### src/rtl/tft_timing_gen.sv
module tft_timing_gen #(
  parameter int SW = 8,
  parameter int CW = 11,
  parameter int DW = 24
) (
  input  logic          clk,
  input  logic          rst_n,
  input  logic [SW-1:0] cfg_hsync_len,
  input  logic [CW-1:0] cfg_hback_len,
  input  logic [CW-1:0] cfg_hact_len,
  input  logic [CW-1:0] cfg_hfront_len,
  input  logic [CW-1:0] cfg_vsync_len,
  input  logic [CW-1:0] cfg_vback_len,
  input  logic [CW-1:0] cfg_vact_len,
  input  logic [CW-1:0] cfg_vfront_len,
  input  logic          inv_hsync,
  input  logic          inv_vsync,
  input  logic          inv_data,
  input  logic          inv_den,
  input  logic          inv_lend,
  input  logic          lend_en,
  input  logic          pclk_fall_sel,
  input  logic [DW-1:0] pix_data_i,
  output logic          hsync_o,
  output logic          vsync_o,
  output logic          den_o,
  output logic          lend_o,
  output logic          pclk_fall_o,
  output logic [DW-1:0] pix_data_o,
  output logic [1:0]    hstat_o,
  output logic [1:0]    vstat_o,
  output logic          pix_valid_o,
  output logic [CW-1:0] px_x_o,
  output logic [CW-1:0] px_y_o
);
  localparam logic [1:0] PH_SYNC = 2'd0, PH_BACK = 2'd1, PH_ACT = 2'd2, PH_FRONT = 2'd3;
  localparam int NPOL = 7;
  localparam int CFGW = SW + 7 * CW + NPOL;

  logic [SW-1:0] hs_q;
  logic [CW-1:0] hb_q, ha_q, hf_q, vs_q, vb_q, va_q, vf_q;
  logic [NPOL-1:0] pol_q;
  logic [NPOL-1:0] pol_in;
  logic [1:0] hph, vph;
  logic [CW-1:0] hcnt, vcnt, hlen, vlen;
  logic h_last, v_last, line_end, frame_end, both_act;
  logic [CFGW-1:0] cfg_all;

  assign pol_in = {inv_hsync, inv_vsync, inv_data, inv_den, inv_lend, lend_en, pclk_fall_sel};

  always_comb begin
    case (hph)
      PH_SYNC: hlen = {{(CW-SW){1'b0}}, hs_q};
      PH_BACK: hlen = hb_q;
      PH_ACT:  hlen = ha_q;
      default: hlen = hf_q;
    endcase
    case (vph)
      PH_SYNC: vlen = vs_q;
      PH_BACK: vlen = vb_q;
      PH_ACT:  vlen = va_q;
      default: vlen = vf_q;
    endcase
  end

  assign h_last    = (hcnt == hlen);
  assign v_last    = (vcnt == vlen);
  assign line_end  = h_last && (hph == PH_FRONT);
  assign frame_end = line_end && v_last && (vph == PH_FRONT);

  always_ff @(posedge clk) begin
    if (!rst_n) begin
      hph <= PH_SYNC;
      vph <= PH_SYNC;
      hcnt <= '0;
      vcnt <= '0;
      hs_q <= cfg_hsync_len;
      hb_q <= cfg_hback_len;
      ha_q <= cfg_hact_len;
      hf_q <= cfg_hfront_len;
      vs_q <= cfg_vsync_len;
      vb_q <= cfg_vback_len;
      va_q <= cfg_vact_len;
      vf_q <= cfg_vfront_len;
      pol_q <= pol_in;
    end else begin
      if (h_last) begin
        hcnt <= '0;
        hph <= hph + 2'd1;
      end else begin
        hcnt <= hcnt + 1'b1;
      end
      if (line_end) begin
        if (v_last) begin
          vcnt <= '0;
          vph <= vph + 2'd1;
        end else begin
          vcnt <= vcnt + 1'b1;
        end
      end
      if (frame_end) begin
        hs_q <= cfg_hsync_len;
        hb_q <= cfg_hback_len;
        ha_q <= cfg_hact_len;
        hf_q <= cfg_hfront_len;
        vs_q <= cfg_vsync_len;
        vb_q <= cfg_vback_len;
        va_q <= cfg_vact_len;
        vf_q <= cfg_vfront_len;
        pol_q <= pol_in;
      end
    end
  end

  assign both_act    = (hph == PH_ACT) && (vph == PH_ACT);
  assign hsync_o     = (hph == PH_SYNC) ^ pol_q[6];
  assign vsync_o     = (vph == PH_SYNC) ^ pol_q[5];
  assign pix_data_o  = pix_data_i ^ {DW{pol_q[4]}};
  assign den_o       = both_act ^ pol_q[3];
  assign lend_o      = pol_q[1] & (((hph == PH_FRONT) && (hcnt == '0)) ^ pol_q[2]);
  assign pclk_fall_o = pol_q[0];
  assign hstat_o     = hph;
  assign vstat_o     = vph;
  assign pix_valid_o = both_act;
  assign px_x_o      = hcnt;
  assign px_y_o      = vcnt;
  assign cfg_all     = {hs_q, hb_q, ha_q, hf_q, vs_q, vb_q, va_q, vf_q, pol_q};

  AST_HPHASE_ORDER: assert property (@(posedge clk) disable iff (!rst_n)
    (hph != $past(hph)) |-> (hph == $past(hph) + 2'd1));
  AST_VSTEP_AT_LINE_WRAP: assert property (@(posedge clk) disable iff (!rst_n)
    ((vph != $past(vph)) || (vcnt != $past(vcnt))) |-> (($past(hph) == PH_FRONT) && (hph == PH_SYNC)));
  AST_X_STEPS_BY_ONE: assert property (@(posedge clk) disable iff (!rst_n)
    (pix_valid_o && $past(pix_valid_o)) |-> (px_x_o == $past(px_x_o) + 1'b1));
  AST_X_STARTS_AT_ZERO: assert property (@(posedge clk) disable iff (!rst_n)
    $rose(pix_valid_o) |-> (px_x_o == '0));
  AST_CFG_AT_FRAME_ONLY: assert property (@(posedge clk) disable iff (!rst_n)
    (cfg_all != $past(cfg_all)) |-> ((hph == PH_SYNC) && (vph == PH_SYNC) && (hcnt == '0) && (vcnt == '0)));
endmodule

### config.mk
export PLATFORM = sky130hd
export DESIGN_NAME = tft_timing_gen
export DESIGN_NICKNAME = d
export VERILOG_FILES = /design/src/rtl/tft_timing_gen.sv
export SDC_FILE = /design/constraint.sdc
export NUM_CORES = 1
export LEC_CHECK = 0
export ABC_AREA = 1
export BUFFER_PORTS_ARGS = -buffer_cell sky130_fd_sc_hd__buf_4
export CELL_PAD_IN_SITES_DETAIL_PLACEMENT = 0
export CELL_PAD_IN_SITES_GLOBAL_PLACEMENT = 1
export CORE_UTILIZATION = 41
export DETAILED_ROUTE_END_ITERATION = 12
export PLACE_DENSITY_LB_ADDON = 0.1
export SLEW_MARGIN = 30
export SYNTH_ARGS = -nofsm -noshare
export SYNTH_HDL_FRONTEND = slang
export SYNTH_SLANG_ARGS = --single-unit
### constraint.sdc
create_clock -name clk -period 10.43 [get_ports clk]
set_input_delay 2.086 -clock clk [delete_from_list [all_inputs] [get_ports clk]]
set_output_delay 2.086 -clock clk [all_outputs]
set_load 0.005 [all_outputs]
==> impl_summary.md <==
STA
The clock tree skew after final layout is around 0.0064 ns. At the pin with the least slew margin, the transition time is ~0.81 ns. Across all setup checks in the final design, the least slack found is between 5 and 6 ns.

The count of final hold-check violations is 0. The maximum frequency from static timing analysis is 216 MHz. The tightest slew margin relative to the limit is about 46%. The final total negative setup slack is 0 ns.

The count of final max-slew check failures is 0. Setup repair after global routing left no endpoint under its margin. The minimum period implied by the final worst setup slack is 4.62 ns. Dividing the final minimum period by the clock period gives between 40% and 50%. Setup violations remaining at the end of the flow were counted as 0.

Synth
In the synthesized netlist the async set-or-reset flop fraction comes to 0%. The proportion of synthesized area in mux cells is 0%. Sorting the synthesized cells by area gives the leading types as edfxtp_1, nand2_1, dfxtp_1.

The number of enable-type register cells in the synthesized netlist is between 90 and 100. The area share of and/or/nand/nor cells after synthesis is approximately a quarter. Among all flip-flop cells after synthesis, the most frequent one is edfxtp_1. The cell area after synthesis is 5630 µm². By area, the combinational part of the netlist is dominated by simple AND/OR/NAND/NOR gates.

The area share of xor/xnor cells in the synthesized design is between 6 and 7%. In this run the biggest area consumer among cell types represents 49.1% of the synthesized area. The fraction of the mapped netlist area in compound gates is between 2 and 3%. Synthesis produced a netlist with a net count of ~730. The total of warnings raised by yosys is 0. After technology mapping, the gate count stands at roughly 600.

The number of different library cells used by synthesis comes to 31. The mean instance size in the synthesized netlist is ~9.4 µm². Sequential cells were found to cover between 50% and 60% of the synthesized design area.

The dominant cell type by area after synthesis is edfxtp_1. Summing the areas of all fa, ha and maj instances in the mapped netlist gives under 10% of the synthesized area. The synthesized flop and latch total is around 120.

Cells and area
The most frequent standard cell in the layout excluding fill and tap cells is nand2_1. The post-route cell area is 7640 µm². From synthesis to final layout, the design area changed by 35.7%. The fraction of layout cells with a size suffix above 1 is between 20 and 30%. The antenna diode instance count is 0. The library cells used most frequently in the layout, excluding fill and tap cells, are nand2_1, buf_4, edfxtp_1, inv_1, nand3_1.

The count of nets after finishing is ~900.

Routing
For this run, the detailed router's first-pass iteration total came to 5. The routed wire length is between 10000 and 15000 µm. The number of vias after detailed routing is about 4500. The number of antenna-violating nets in the routed design is 0. The average detailed-routed wire length per instance is approximately 13 µm.

The count of unresolved DRC violations after routing is 0. In this run, the number of DRC markers left after iteration 0 of detailed routing was 234. In the routed layout, each cell is associated on average with a via count of 4.65.

Global route
The initial antenna violation count is 0. The number of global-route vias before repair came to 4113. The total track usage is a little under a fifth. The global-route wire length before repair is between 20000 and 25000 µm. The global route total overflow is 0. Global routing used about 25% of the available met1 tracks. Global routing used between 20% and 30% of the available met2 tracks. Global routing consumed, on the met3 layer, between 7 and 8% of the routing resources.

Entering global routing, the biggest net connects 69 pins. In this run the most used layer during global routing was met2.

Critical path
In this run the critical register-to-register path is launched from vstat_o[0]. The startpoint type of the worst setup path is a flip-flop. Among all stages on the critical path, the largest delay is contributed by ha_1. For this run, the slowest stage of the critical path takes 0.54 ns. Data on the critical path arrives at its endpoint at about 2.5 ns. The worst endpoint required time is between 8 and 9 ns. The worst register-to-register path ends at vf_q[7]. STA classifies the critical path endpoint as an output port. The critical path in this run is classified as reg -> out. Walking the worst path, the cells encountered are ha_1, inv_2, nor3_1, nand3_1, nor3_1, nand2_1, nand2_1, nor2_1, buf_4. Of all nets on the critical path, the largest fanout is 21. The number of cells on the worst reg-to-reg path is 13. The register-to-register path setup slack is between 6 and 7 ns.

Pwr
The overall power is 1.19 mW. The part of the power in the clock network is between 40% and 50%. The fraction of power consumed by sequential logic is a little under half. For this design the total switching power over the nets is between 0.2 and 0.3 mW. The part of the power in combinational logic is under 10%. The static leakage is approximately 3.4 nW. The total power density per cell area is 156 nW/µm².

The internal power component is roughly 0.94 mW. The net switching fraction of the power is ~22%. The maximum vdd drop is about 0.11 mV.

Clocking
The depth of the CTS H-tree is 4. The CTS sink count is ~120. The total setup buffers inserted after CTS is 0.

In this run, post-CTS hold repair placed 0 buffers. The CTS tree is done. The clock transition time at the flip-flop clock pins of the worst setup and hold paths is approximately 0.05 ns. The clock latency on the worst-skew pair is a little over 0.4 ns. The tree is rooted in a clkbuf_16.

The number of buffers on the longest clock path is 2. The total CTS buffers is 17. Post-CTS repair changed the size of 0 cells.

Die
The y dimension of the die is around 120 µm. The total I/O pin count is approximately 170. The floorplan core area is ~13000 µm². The number of rows created at floorplan is 42.

The initial utilization of the core area, before any placement, comes to around 42%. The floorplan die area is approximately 14000 µm². From left edge to right edge, the die measures around 120 µm.

Run
Across the run, the number of max-cap violations was 0.

Placed design
The number of buffers added on ports is ~170. The placed instance area is around 7100 µm². The worst-case setup slack after placement is roughly 5.9 ns. The half-perimeter wire length after placement is just over 9000 µm. The congestion estimate from routability-driven global placement came to around 0.8.

Outcome
The run finished with clean final reports.

Min path
The worst hold path begins at px_x_o[0]. The worst min-delay path class is reg -> reg. The number of cells on the worst hold path is 1.

The worst hold path terminates at px_x_o[0].
worst max path at each step:
stage | from | to | slack (ns) | cells past startpoint
finish | hstat_o[0] | lend_o | 5.81 | 9
global route | hstat_o[0] | lend_o | 5.54 | 9
CTS | hstat_o[0] | lend_o | 5.72 | 9
detailed placement | pix_data_i[17] | pix_data_o[17] | 5.86 | 3
global placement | pix_data_i[6] | pix_data_o[6] | 5.83 | 3
floorplan | rst_n | ha_q[0] | 5.65 | 2
critical path: cells and delay by family, from the launching register on:
kind	cells	cell delay (ns)
buf+inv	2	0.43
flops	1	0.41
simple gates	6	0.75
fa+ha+maj	1	0.54
synth_stat cells, types with 10 or more instances:
cell,number
nand2_1,218
edfxtp_1,92
inv_1,55
nand3_1,49
xor2_1,39
dfxtp_1,26
nor2_1,26
o21ai_1,13
ha_1,12
a21oi_1,10
buf_2,10
nor3_1,10
per-stage QoR:
stage	instances	hold WS [ns]	utilization, %
floorplan	599	0.455	-
global placement	930	0.464	53.0
detailed placement	931	0.471	53.1
CTS	963	0.485	57.5
global route	963	0.512	57.5
finish	963	0.483	57.5
flip-flops by register name, indices dropped and copies added, names as in the netlist, 7 cells and up:
signal,cells
hs_q,8
pol_q,7
px_x_o,11
vs_q,11
hf_q,11
vf_q,11
hb_q,11
vb_q,11
ha_q,11
px_y_o,11
va_q,11
layer usage:
layer	wire length (µm)	vias to the layer above	part of all wire [%]
li1	-	2305	-
met1	5930	1993	46
met2	5560	171	43
met3	1190	11	9.3
met4	136	0	1.1
met5	0	-	0
cell families (layout without fill, tap and decap cells):
logic type,after synthesis,after routing
buffers and inverters,76,264
adders and majority gates,12,12
AOI/OAI and AO/OA,30,30
DFF,118,118
and+or+nand+nor,323,323
xor gates and xnor gates,40,40
cell type report:
| cell class | instances | area (µm²) |
|---|---|---|
| Clock inverter | 15 | 156 |
| Inverter | 57 | 214 |
| Tap cell | 176 | 220 |
| Sequential cell | 118 | 3280 |
| Multi-Input combinational cell | 405 | 2020 |
| Timing Repair Buffer | 175 | 1320 |
| Fill cell | 1160 | 5650 |
| Clock buffer | 17 | 425 |
power groups by stage:
| stage | sequential, mW | clock [mW] | combinational [mW] |
|---|---|---|---|
| after detailed placement | 0.548 | 0 | 0.0923 |
| after global placement | 0.549 | 0 | 0.0892 |
| after global routing | 0.540 | 0.597 | 0.100 |
| after CTS | 0.539 | 0.576 | 0.0927 |
| final | 0.539 | 0.564 | 0.0913 |
| after floorplan | 0.547 | 0 | 0.0330 |
Power figures use the tool's default switching activity.
